## src/rtl/pdm_chan_pkg.sv

```systemverilog
package pdm_chan_pkg;
  localparam int unsigned SAMPLE_W_DEF = 8;
  localparam int unsigned SLOT_W_DEF   = 6;
endpackage

```

## src/rtl/pdm_slot_gate.sv

```systemverilog
module pdm_slot_gate #(
  parameter int unsigned SLOT_W = pdm_chan_pkg::SLOT_W_DEF,
  localparam int unsigned LVL_W = SLOT_W + 1
) (
  input  logic              clk,
  input  logic              rst_n,
  input  logic              step,
  input  logic [LVL_W-1:0]  level,
  output logic [SLOT_W-1:0] slot_q,
  output logic              open
);
  logic force_full;
  logic below;

  assign force_full = level[SLOT_W];
  assign below      = (slot_q < level[SLOT_W-1:0]);
  assign open       = force_full | below;

  always_ff @(posedge clk or negedge rst_n) begin
    if (!rst_n)    slot_q <= '0;
    else if (step) slot_q <= slot_q + 1'b1;
  end
endmodule

```

## src/rtl/pdm_addend_sel.sv

```systemverilog
module pdm_addend_sel #(
  parameter int unsigned SAMPLE_W = pdm_chan_pkg::SAMPLE_W_DEF
) (
  input  logic [SAMPLE_W-1:0] sample,
  input  logic                pass,
  output logic [SAMPLE_W-1:0] addend
);
  logic [SAMPLE_W-1:0] biased;

  assign biased = {~sample[SAMPLE_W-1], sample[SAMPLE_W-2:0]};
  assign addend = pass ? biased : '0;
endmodule

```

## src/rtl/pdm_carry_accum.sv

```systemverilog
module pdm_carry_accum #(
  parameter int unsigned ACC_W = pdm_chan_pkg::SAMPLE_W_DEF
) (
  input  logic             clk,
  input  logic             rst_n,
  input  logic             step,
  input  logic [ACC_W-1:0] addend,
  output logic [ACC_W-1:0] acc_q,
  output logic             carry_q
);
  logic [ACC_W:0] sum;

  assign sum = {1'b0, acc_q} + {1'b0, addend};

  always_ff @(posedge clk or negedge rst_n) begin
    if (!rst_n) begin
      acc_q   <= '0;
      carry_q <= 1'b0;
    end else if (step) begin
      acc_q   <= sum[ACC_W-1:0];
      carry_q <= sum[ACC_W];
    end
  end
endmodule

```

## src/rtl/pdm_volume_channel.sv

```systemverilog
module pdm_volume_channel #(
  parameter int unsigned SAMPLE_W = pdm_chan_pkg::SAMPLE_W_DEF,
  parameter int unsigned SLOT_W   = pdm_chan_pkg::SLOT_W_DEF,
  localparam int unsigned VOL_W   = SLOT_W + 1
) (
  input  logic                clk,
  input  logic                rst_n,
  input  logic                audio_ce,
  input  logic [SAMPLE_W-1:0] sample_in,
  input  logic [VOL_W-1:0]    volume_in,
  output logic                pdm_out
);
  logic [SLOT_W-1:0]   pwm_count;
  logic                gate_open;
  logic [SAMPLE_W-1:0] addend;
  logic [SAMPLE_W-1:0] acc_q;

  pdm_slot_gate #(.SLOT_W(SLOT_W)) gate_i (
    .clk   (clk),
    .rst_n (rst_n),
    .step  (audio_ce),
    .level (volume_in),
    .slot_q(pwm_count),
    .open  (gate_open)
  );

  pdm_addend_sel #(.SAMPLE_W(SAMPLE_W)) sel_i (
    .sample(sample_in),
    .pass  (gate_open),
    .addend(addend)
  );

  pdm_carry_accum #(.ACC_W(SAMPLE_W)) acc_i (
    .clk    (clk),
    .rst_n  (rst_n),
    .step   (audio_ce),
    .addend (addend),
    .acc_q  (acc_q),
    .carry_q(pdm_out)
  );
endmodule

```

## config.mk

```make
export PLATFORM = sky130hd
export DESIGN_NAME = pdm_volume_channel
export DESIGN_NICKNAME = d
export VERILOG_FILES = /design/src/rtl/pdm_chan_pkg.sv /design/src/rtl/pdm_slot_gate.sv /design/src/rtl/pdm_addend_sel.sv /design/src/rtl/pdm_carry_accum.sv /design/src/rtl/pdm_volume_channel.sv
export SDC_FILE = /design/constraint.sdc
export NUM_CORES = 1
export LEC_CHECK = 0
export ABC_AREA = 1
export ABC_CLOCK_PERIOD_IN_PS = 2900
export BUFFER_PORTS_ARGS = -buffer_cell sky130_fd_sc_hd__buf_2
export CORE_UTILIZATION = 55
export CTS_CLUSTER_DIAMETER = 100
export DETAILED_ROUTE_END_ITERATION = 12
export PLACE_DENSITY = 0.78
export SETUP_SLACK_MARGIN = 0.15
export SLEW_MARGIN = 15
export SYNTH_ARGS = -nofsm -noshare
export SYNTH_HDL_FRONTEND = slang
export SYNTH_SLANG_ARGS = --single-unit
```

## constraint.sdc

```tcl
create_clock -name clk -period 2.9 [get_ports clk]
set_clock_uncertainty 0.2 [all_clocks]
set_input_delay 0.145 -clock clk [delete_from_list [all_inputs] [get_ports clk]]
set_output_delay 0.145 -clock clk [all_outputs]
set_load 0.02 [all_outputs]
```

==> metrics.md, run 1 <==
| Metric | Value |
|---|---|
| Status | completed |
| Final Cell Area | roughly 1300 um2 |
| Row count | 16 |
| Synth top area cells | dfrtp_1, ha_1, nand2_1, inv_1, a21boi_1 |
| Crit-path max FO | 6 |
| Routed WL | approximately 2400 um |
| Total GRT Usage | 0.2220 |
| Fmax | 0.3840 GHz |
| Setup crit start kind | register |
| Area after DPL | between 1000 and 1500 um2 |
| Post-synthesis sequential area ratio | 0.3319 |
| First-pass GRT wire length | approximately 3500 um |
| Clock root buffer | clkbuf_4 |
| DP HPWL | between 1500 and 2000 um |
| Pwr/cell area | slightly below 1000 nW/um2 |
| #FFs+latches synth | 15 |
| Syn Inst Count | roughly 150 |
| Most frequent cells in the layout | nand2_1, inv_1, buf_2 |
| Fin nets | between 200 and 250 |
| Cell with the largest stage delay on the worst path | dfrtp_1 |
| Tcrit/Tclk final | 0.8980 |
| Die Y | roughly 47 um |
| Number of global-route vias before repair | about 840 |
| Leading area contributor after synthesis | dfrtp_1 |
| Critical path capture point type | register |
| Peak VDD IR | roughly 0.00055 V |
| R2r setup slk | about 0.30 ns |
| H-tree levels | 1 |
| Slowest stage delay, CP | 0.43 ns |
| DR WL/cell | 12.13 um |
| Die X | ~47 um |
| CTS tree | done |
| Critical Setup Path Class | register to register |
| Hold Startpoint | audio_ce |
| Yosys Warn Count | 0 |
| Final Max Slew Viols | 0 |
| Setup violators final | 0 |
| FF-to-FF Start | gate_i.slot_q[3]$_DFFE_PN0P_ |
| Max-Slew Margin vs Limit | 0.7652 |
| # Max-Cap Violations | 0 |
| Reg2reg end | acc_i.acc_q[7]$_DFFE_PN0P_ |
| Number of antenna diodes | 0 |
| Clk sinks | 15 |
| Number of port buffers | 18 |
| Layout cell share with drive strength beyond 1 | 0.2035 |
| Remaining global-route overflow | 0 |
| RSZ-0062 raised after global routing | true |
| Largest net degree at the start of global routing | 16 |
| TNS Setup | 0 ns |
| Clock transition at path regs | approximately 0.09 ns |
| Hold Path Depth | 3 |
| Library cells used by synthesis | 22 |
| Worst skew pair latency | 0.29 ns |
| Die ar. | approximately 2200 um2 |
| CTS Buf Count | 3 |
| Initial DRC count | 18 |
| Avg Cell Area, Syn | between 7 and 8 um2 |
| Pleak | 0.7510 nW |
| Reg2reg path depth | 13 |
| Mapped Area | approximately 1100 um2 |
| Hold Path Class | primary input to register |
| Gpl congestion | slightly above 0.8 |
| Clock Tree Buf Depth | 2 |
| Worst path cell trace | ha_1 > a21oi_1 > o21a_1 > nand2_4 > buf_4 > a21boi_1 > ha_1 > nand2_1 > nand2_1 > a21oi_1 > nand3_1 > nand3_1 > nand2_1 |
| Net Count, Synth | between 150 and 200 |
| Via density | slightly above 5 |
| Worst-Margin Slew | 0.3523 ns |
| CP Data Required Time | between 2 and 3 ns |
| Area delta synth->final | 18.03% |
| DRC Markers | 0 |
| Initial Util | 0.5825 |
| Cell mode on critical path | nand2_1 |
| CP arrival | approximately 2.6 ns |
| Fin crit period | between 2 and 3 ns |
| Commonest non-fill, non-tap cell in the layout | nand2_1 |
| Vias | 1032 |
| Core Box Area | about 1900 um2 |
| Share of the synthesized area in the top cell type | 0.3319 |
| Worst Hold End | acc_i.acc_q[0]$_DFFE_PN0P_ |
| Final Hold Vio Count | 0 |
| Antenna violations before repair | 0 |
| Final ANT Viol Nets | 0 |
| Pre-antenna DRT Iters | 4 |
| IO Pins | 19 |
==> worst max-delay path, delay by kind of cell (launching register included) <==
family,cells,cell delay (ns)
AO/OA/AOI/OAI,4,0.65
adder cells (fa/ha/maj),2,0.60
AND/OR/NAND/NOR,6,0.48
flip-flops,1,0.43
buffers and inverters,1,0.15
==> state kept, by name, indices dropped and copies added (netlist names) <==
register,flops
acc_i.acc_q,8
acc_i.carry_q,1
gate_i.slot_q,6
==> synth_stat cells <==
library cell  number
a211oi_1           1
a21boi_1           8
a21oi_1            8
buf_2              2
clkinv_1           1
dfrtp_1           15
fa_1               1
ha_1              14
inv_1             19
inv_2              2
nand2_1           45
nand3_1           11
nand3_2            1
nand3b_1           1
nand4_1            1
nor2_1             5
nor3_4             1
o21a_1             1
o21ai_1            4
or2_1              1
xnor2_1            1
xor2_1             4
==> metrics by stage <==
step,util,std cells,setup slack [ns],hold slack [ns],power [W]
global route,0.6875,199,0.1365,0.05752,0.001452
detailed placement,0.6411,190,0.1603,-0.1296,0.001087
floorplan,-,147,0.4078,-0.3506,0.0009369
CTS,0.6611,195,0.2353,0.01873,0.001221
finish,0.6875,199,0.2958,0.02037,0.001311
global placement,0.6411,190,0.2411,-0.1320,0.001056
==> area by class of cell <==
cell class	count	area, um2
clock buffers	4	26.28
repair buffers	23	130.1
flip-flops and latches	15	375.4
inverters	22	82.58
multi-input cells	108	686.9
fillers	172	606.8
well taps	27	33.78
==> how the worst max path moves through the flow <==
| stage | start | to | slack (ns) | cells after the start |
|---|---|---|---|---|
| 6_report | gate_i.slot_q[3]$_DFFE_PN0P_ | acc_i.acc_q[7]$_DFFE_PN0P_ | 0.30 | 13 |
| 5_1_grt | gate_i.slot_q[3]$_DFFE_PN0P_ | acc_i.acc_q[7]$_DFFE_PN0P_ | 0.14 | 13 |
| 4_1_cts | gate_i.slot_q[3]$_DFFE_PN0P_ | acc_i.acc_q[6]$_DFFE_PN0P_ | 0.24 | 14 |
| 3_5_place_dp | gate_i.slot_q[3]$_DFFE_PN0P_ | acc_i.acc_q[6]$_DFFE_PN0P_ | 0.16 | 14 |
| 3_3_place_gp | gate_i.slot_q[3]$_DFFE_PN0P_ | acc_i.acc_q[6]$_DFFE_PN0P_ | 0.24 | 14 |
| 2_1_floorplan | gate_i.slot_q[3]$_DFFE_PN0P_ | acc_i.acc_q[6]$_DFFE_PN0P_ | 0.41 | 13 |
==> metal layers <==
layer | part of all wire | wire length (um) | GRT usage | vias to the layer above
li1 | - | - | - | 525
met1 | 0.41 | 990 | 0.2878 | 469
met2 | 0.53 | 1278 | 0.3945 | 33
met3 | 0.048 | 116 | 0.02308 | 5
met4 | 0.012 | 29 | 0.05143 | 0
met5 | 0 | 0 | 0 | -
==> timing repair <==
item	in CTS	in global routing
setup buffers	0	4
pin swaps	0	2
hold buffers	1	0
setup endpoints to repair	1	2
hold endpoints to repair	15	0
resized for setup	1	6
==> kinds of logic (layout without fill, tap and decap cells) <==
group	count (synthesis)	in the layout	share of synthesized area
and+or+nand+nor	66	66	0.2555
DFF	15	15	0.3319
xor gates and xnor gates	5	5	0.03872
buffers and inverters	24	49	0.08186
AOI/OAI and AO/OA	22	22	0.1195
adders and majority gates	15	15	0.1726
==> report_power, final <==
part / switching [W] / internal, W / total, W
Combinational: 0.000446 / 0.000339 / 0.000785
Sequential: 0.0000861 / 0.000314 / 0.000400
Clock: 0.0000723 / 0.0000536 / 0.000126
Note: power is estimated with default switching activity, not from simulation.
==> inputs of run 2 (changes only) <==
--- a/config.mk
+++ b/config.mk
@@ -8,12 +8,13 @@
 export ABC_AREA = 1
 export ABC_CLOCK_PERIOD_IN_PS = 2900
 export BUFFER_PORTS_ARGS = -buffer_cell sky130_fd_sc_hd__buf_2
-export CORE_UTILIZATION = 55
+export CORE_UTILIZATION = 56
 export CTS_CLUSTER_DIAMETER = 100
 export DETAILED_ROUTE_END_ITERATION = 12
-export PLACE_DENSITY = 0.78
+export PLACE_DENSITY = 0.79
 export SETUP_SLACK_MARGIN = 0.15
 export SLEW_MARGIN = 15
 export SYNTH_ARGS = -nofsm -noshare
 export SYNTH_HDL_FRONTEND = slang
+export SYNTH_HIERARCHICAL = 1
 export SYNTH_SLANG_ARGS = --single-unit
==> metrics.md, run 2 <==
| Metric | Value |
|---|---|
| Cell mode on critical path | nand2_1 |
| Biggest regs | acc_i/acc_q x8, gate_i/slot_q x6, acc_i/carry_q x1 |
| Crit-path max FO | 5 |
| Cell with the largest stage delay on the worst path | dfrtp_2 |
| First-pass GRT wire length | about 4500 um |
| Max FFs per register | 8 |
| Placed cells | ~210 |
| Critical Setup Path Class | register to register |
| DP HPWL | 1922 um |
| Slowest stage delay, CP | between 0.4 and 0.5 ns |
| Fin nets | 229 |
| IO Pins | 19 |
| Mapped Area | ~1200 um2 |
| Commonest non-fill, non-tap cell in the layout | nand2_1 |
| Tcrit/Tclk final | 0.8844 |
| Yosys Warn Count | 6 |
| Clock Tree Buf Depth | 2 |
| Number of port buffers | 18 |
| Setup violators final | 0 |
| Number of global-route vias before repair | around 1100 |
| Area after DPL | approximately 1300 um2 |
| Sw power | ~0.00065 W |
| RSZ-0062 raised after global routing | false |
| Remaining global-route overflow | 0 |
| Clk sinks | 15 |
| EDFF count, synth | 0 |
| Combinational share of power | 0.616 |
| Final Non-Filler Cells | 222 |
| Hold Path Class | primary input to register |
| CP Data Required Time | between 2 and 3 ns |
| Worst-Margin Slew | 0.3499 ns |
| Final Hold Vio Count | 0 |
| CTS Buf Count | 3 |
| Library cells used by synthesis | 24 |
| Register Area | between 300 and 400 um2 |
| Die Y | about 49 um |
| Pwr/cell area | around 970 nW/um2 |
| Multi-input logic area | about 710 um2 |
| Most frequent cells in the layout | nand2_1, inv_1, buf_2 |
| Post-Route Utilization | 0.7150 |
| Avg Cell Area, Syn | roughly 7.2 um2 |
| Top-count cell post-synth | nand2_1 |
| Gpl congestion | 0.8709 |
| Via density | roughly 5 |
| Die X | slightly below 50 um |
| # Max-Cap Violations | 0 |
| Initial Util | 0.6056 |
| Worst path buffer plus inverter count | 1 |
| Most flop-heavy register | acc_i/acc_q |
| Commonest cells post-synth | nand2_1, inv_1, dfrtp_1 |
| Pleak | roughly 0.87 nW |
| Fmax | around 0.4 GHz |
| Status | completed |
| Area delta synth->final | 18.06% |
| Final Cell Area | ~1400 um2 |
| DRC Markers | 0 |
| Vias | between 1000 and 1500 |
| Post-synth ARST share | 1.000 |
| Fill count | approximately 170 |
| #FFs+latches synth | 15 |
| P_int | around 0.00074 W |
| Net Count, Synth | approximately 200 |
| Number of antenna diodes | 0 |
| Delay-heaviest family, CP | simple AND/OR/NAND/NOR gates |
| Antenna violations before repair | 0 |
| Max-Slew Margin vs Limit | 0.7667 |
| Routed WL | around 2600 um |
| Sw Ratio | 0.4708 |
| Synth top area cells | dfrtp_1, nand2_1, ha_1, inv_1, nand3_1 |
| Total GRT Usage | 0.2436 |
| Core Box Area | 2002 um2 |
| Layout cell share with drive strength beyond 1 | 0.2462 |
| CP arrival | approximately 2.6 ns |
| Largest net degree at the start of global routing | 16 |
| Clk pwr share | 0.096 |
| Row count | 16 |
| TNS Setup | 0 ns |
| Worst skew pair latency | 0.30 ns |
| Pre-antenna DRT Iters | 5 |
| Clock root buffer | clkbuf_4 |
| Die ar. | 2355 um2 |
| DR WL/cell | roughly 12 um |
| CTS tree | done |
| Post-synthesis sequential area ratio | 0.3096 |
| Critical path capture point type | register |
| Share of the synthesized area in the top cell type | 0.3096 |
| Initial DRC count | 15 |
| Final Power | roughly 0.0014 W |
| Fin crit period | around 2.6 ns |
| Leading area contributor after synthesis | dfrtp_1 |
| Peak VDD IR | 0.0006361 V |
| Final Max Slew Viols | 0 |
| Main synth FF type | dfrtp_1 |
| Worst path cell trace | ha_1 > nand2_1 > nor2_1 > nand2_1 > nand2_1 > nand2_2 > nand2_1 > inv_1 > ha_1 > fa_2 > nand2_2 > nand3_2 > nand3_2 > nand2_2 > nand2_1 > nand3_1 > nand2_1 |
| Final ANT Viol Nets | 0 |
| H-tree levels | 1 |
| Clock transition at path regs | around 0.11 ns |
| Sequential group share of total power | 0.288 |
| Syn Inst Count | 168 |
| Setup crit start kind | register |
==> run 2: cell types whose count changed in the layout (fill, tap and decap cells not counted), moves of 2 or more <==
cell,before,now
a21oi_1,8,5
nand2_1,43,58
buf_4,4,6
nand2_2,1,5
inv_1,19,32
a21boi_1,8,0
==> run 2: layout make-up <==
type                    count  area share
clock buffers               3     0.01573
clock inverters             1    0.005245
inverters                  36     0.09441
multi-input cells         115      0.4965
flip-flops and latches     15      0.2631
well taps                  27     0.02360
repair buffers             25      0.1014
==> run 2: timing repair <==
action,CTS,global route
endpoints found under the hold margin,15,0
setup buffers,0,5
gates resized for setup,0,6
endpoints found under the setup margin,0,5
hold buffers,1,0
==> run 2: path summary, 6_finish.rpt <==
path                                         startpoint                      endpoint  slack [ns]  cells past startpoint
max reg2reg                gate_i/slot_q[2]$_DFFE_PN0P_    acc_i/acc_q[6]$_DFFE_PN0P_        0.34                     17
min in group asynchronous                         rst_n    acc_i/acc_q[7]$_DFFE_PN0P_        0.07                      2
max in group asynchronous                         rst_n  gate_i/slot_q[2]$_DFFE_PN0P_        2.16                      2
min reg2reg                  acc_i/acc_q[4]$_DFFE_PN0P_    acc_i/acc_q[4]$_DFFE_PN0P_        0.31                      2
max                        gate_i/slot_q[2]$_DFFE_PN0P_    acc_i/acc_q[6]$_DFFE_PN0P_        0.34                     17
min                                            audio_ce    acc_i/acc_q[4]$_DFFE_PN0P_        0.03                      3
==> run 2: power by group through the flow <==
stage	Combinational [W]	Sequential [W]	Clock, W
final	0.000857	0.000400	0.000133
after global routing	0.000984	0.000414	0.000137
after global placement	0.000718	0.000397	0
after CTS	0.000767	0.000404	0.000136
after detailed placement	0.000760	0.000408	0
after floorplan	0.000609	0.000391	0
==> run 2: stage by stage <==
step	hold WS, ns	setup slack, ns
detailed placement	-0.1267	0.2118
global placement	-0.1261	0.3438
CTS	0.01460	0.1933
global route	0.05689	0.1439
floorplan	-0.3506	0.3738
finish	0.02636	0.3353
==> run 2: logic make-up (layout without fill, tap and decap cells) <==
kind of cell	after synthesis	count (layout)	share of synthesized area
AO/OA/AOI/OAI	10	10	0.05263
XOR/XNOR	4	4	0.02890
adder cells (fa/ha/maj)	15	15	0.1610
buffers and inverters	38	65	0.1249
flip-flops	15	15	0.3096
multiplexers	1	1	0.009287
AND/OR/NAND/NOR	85	85	0.3137
==> run 2: worst register-to-register path, delay by kind of cell, from the launching register on <==
kind | cells | cell delay (ns)
fa+ha+maj | 3 | 0.87
buf+inv | 1 | 0.04
flops | 1 | 0.44
simple gates | 13 | 0.95
==> run 2: metal layers <==
metal | up-vias | routed length, um | GRT usage
met4 | 0 | 60 | 0.08333
met3 | 8 | 97 | 0.05346
met5 | - | 0 | 0
met1 | 484 | 1176 | 0.2837
met2 | 27 | 1259 | 0.4390
li1 | 564 | - | -
==> inputs of run 3 (changes only) <==
--- a/config.mk
+++ b/config.mk
@@ -8,13 +8,12 @@
 export ABC_AREA = 1
 export ABC_CLOCK_PERIOD_IN_PS = 2900
 export BUFFER_PORTS_ARGS = -buffer_cell sky130_fd_sc_hd__buf_2
-export CORE_UTILIZATION = 56
+export CORE_UTILIZATION = 55
 export CTS_CLUSTER_DIAMETER = 100
 export DETAILED_ROUTE_END_ITERATION = 12
-export PLACE_DENSITY = 0.79
+export PLACE_DENSITY = 0.83
 export SETUP_SLACK_MARGIN = 0.15
 export SLEW_MARGIN = 15
 export SYNTH_ARGS = -nofsm -noshare
 export SYNTH_HDL_FRONTEND = slang
-export SYNTH_HIERARCHICAL = 1
 export SYNTH_SLANG_ARGS = --single-unit
==> metrics.md, run 3 (synthesized netlist as in run 1, its figures left out) <==
| Metric | Value |
|---|---|
| Critical path capture point type | register |
| Remaining global-route overflow | 0 |
| Slowest stage delay, CP | about 0.46 ns |
| Initial Util | 0.5825 |
| Final Hold Vio Count | 0 |
| Most flop-heavy register | acc_i.acc_q |
| Layout cell share with drive strength beyond 1 | 0.2360 |
| Clock transition at path regs | about 0.1 ns |
| CTS Buf Count | 3 |
| Setup violators final | 0 |
| Largest net degree at the start of global routing | 16 |
| Antenna violations before repair | 0 |
| Worst path buffer plus inverter count | 0 |
| R2r setup slk | 0.25 ns |
| CP Data Required Time | approximately 2.9 ns |
| Reg2reg end | acc_i.acc_q[6]$_DFFE_PN0P_ |
| Cell mode on critical path | nand2_1 |
| Most frequent cells in the layout | nand2_1, inv_1, buf_2 |
| Final Cell Area | approximately 1400 um2 |
| Die ar. | around 2200 um2 |
| IO Pins | 19 |
| Commonest non-fill, non-tap cell in the layout | nand2_1 |
| CP arrival | approximately 2.7 ns |
| Hold Path Class | primary input to register |
| Clock root buffer | clkbuf_4 |
| Clock Tree Buf Depth | 2 |
| Total GRT Usage | 0.2315 |
| Placed cells | 191 |
| Vias | 1054 |
| First-pass GRT wire length | 3560 um |
| Status | completed |
| Final Non-Filler Cells | between 200 and 250 |
| Area delta synth->final | 22.90% |
| Reg2reg path depth | 14 |
| Max FFs per register | 8 |
| Area after DPL | 1252 um2 |
| Final ANT Viol Nets | 0 |
| RSZ-0062 raised after global routing | true |
| DR WL/cell | between 10 and 15 um |
| Clk sinks | 15 |
| Fin nets | 212 |
| Critical Setup Path Class | register to register |
| # Max-Cap Violations | 0 |
| Via density | between 5 and 6 |
| CP Capture Point | acc_i.acc_q[6]$_DFFE_PN0P_ |
| Core Box Area | between 1500 and 2000 um2 |
| Pwr/cell area | approximately 1000 nW/um2 |
| Number of antenna diodes | 0 |
| Number of stages on the worst setup path | 14 |
| Number of global-route vias before repair | 834 |
| CTS tree | done |
| Delay-heaviest family, CP | adder cells |
| Biggest regs | acc_i.acc_q x8, gate_i.slot_q x6, acc_i.carry_q x1 |
| Gpl congestion | 0.8222 |
| Die Y | around 47 um |
| DP HPWL | ~1700 um |
| Pleak | around 0.8 nW |
| Fmax | approximately 0.38 GHz |
| Peak VDD IR | roughly 0.00060 V |
| Pre-antenna DRT Iters | 5 |
| Fill count | between 150 and 200 |
| Worst-Margin Slew | between 0.3 and 0.4 ns |
| Die X | about 47 um |
| Worst skew pair latency | ~0.29 ns |
| FF-to-FF Start | gate_i.slot_q[3]$_DFFE_PN0P_ |
| Setup crit start | gate_i.slot_q[3]$_DFFE_PN0P_ |
| Max-Slew Margin vs Limit | 0.7637 |
| Tcrit/Tclk final | 0.9153 |
| H-tree levels | 1 |
| TNS Setup | 0 ns |
| Worst path cell trace | ha_4 > a21oi_2 > o21a_1 > nand2_2 > a21boi_1 > ha_1 > fa_1 > nand2_1 > nand3_2 > nand3_1 > nand2_1 > nand2_1 > nand3_1 > nand2_1 |
| Row count | 16 |
| Setup crit start kind | register |
| Routed WL | 2481 um |
| Final Max Slew Viols | 0 |
| Cell with the largest stage delay on the worst path | dfrtp_1 |
| Fin crit period | approximately 2.7 ns |
| Crit-path max FO | 6 |
| DRC Markers | 0 |
| Initial DRC count | 20 |
| Number of port buffers | 18 |
## run 3: worst min-delay path: stages
cell     delay [ns]
buf_2          0.20
nand2_1        0.09
nand2_1        0.05
## run 3: worst min path at each step
stage	from	endpoint	slack, ns	depth (start not counted)
after global routing	audio_ce	acc_i.acc_q[1]$_DFFE_PN0P_	0.04	3
after detailed placement	rst_n	gate_i.slot_q[2]$_DFFE_PN0P_	-0.13	1
final	audio_ce	gate_i.slot_q[1]$_DFFE_PN0P_	0.03	3
after global placement	rst_n	gate_i.slot_q[2]$_DFFE_PN0P_	-0.13	1
after floorplan	rst_n	acc_i.acc_q[0]$_DFFE_PN0P_	-0.35	0
after CTS	audio_ce	gate_i.slot_q[1]$_DFFE_PN0P_	0.03	3
## run 3: power by group
group / internal, W / total (W) / switching, W
clock network: 0.0000535 / 0.000125 / 0.0000711
registers: 0.000314 / 0.000402 / 0.0000878
logic: 0.000402 / 0.000872 / 0.000470
total: 0.000769 / 0.00140 / 0.000629
## run 3: what timing repair did
action / CTS / global route
endpoints found under the setup margin: 0 / 5
setup buffers: 0 / 9
endpoints found under the hold margin: 15 / 0
hold buffers: 1 / 0
gates resized for setup: 0 / 7
## run 3: stage by stage
stage,setup slack (ns),hold WS (ns),utilization,power [W]
after global placement,0.3184,-0.1288,0.6450,0.001066
after floorplan,0.4078,-0.3506,-,0.0009369
after CTS,0.2229,0.03454,0.6637,0.001231
after detailed placement,0.2459,-0.1261,0.6450,0.001103
final,0.2457,0.02849,0.7159,0.001398
after global routing,0.05908,0.04008,0.7159,0.001546
## run 3: cell type report
cell class              count  area, um2  share of cell area
repair buffers             29      175.2              0.1260
well taps                  27      33.78             0.02430
flip-flops and latches     15      375.4              0.2700
inverters                  22      82.58             0.05941
multi-input cells         108      696.9              0.5014
clock buffers               4      26.28             0.01890
## run 3: per-layer routing
metal  global-route usage  vias to the layer above  routed length [um]
met1               0.2926                      486                1086
met4              0.08571                        0                  24
met3              0.02308                        6                  83
met5                    0                        -                   0
li1                     -                      534                   -
met2               0.4055                       28                1286
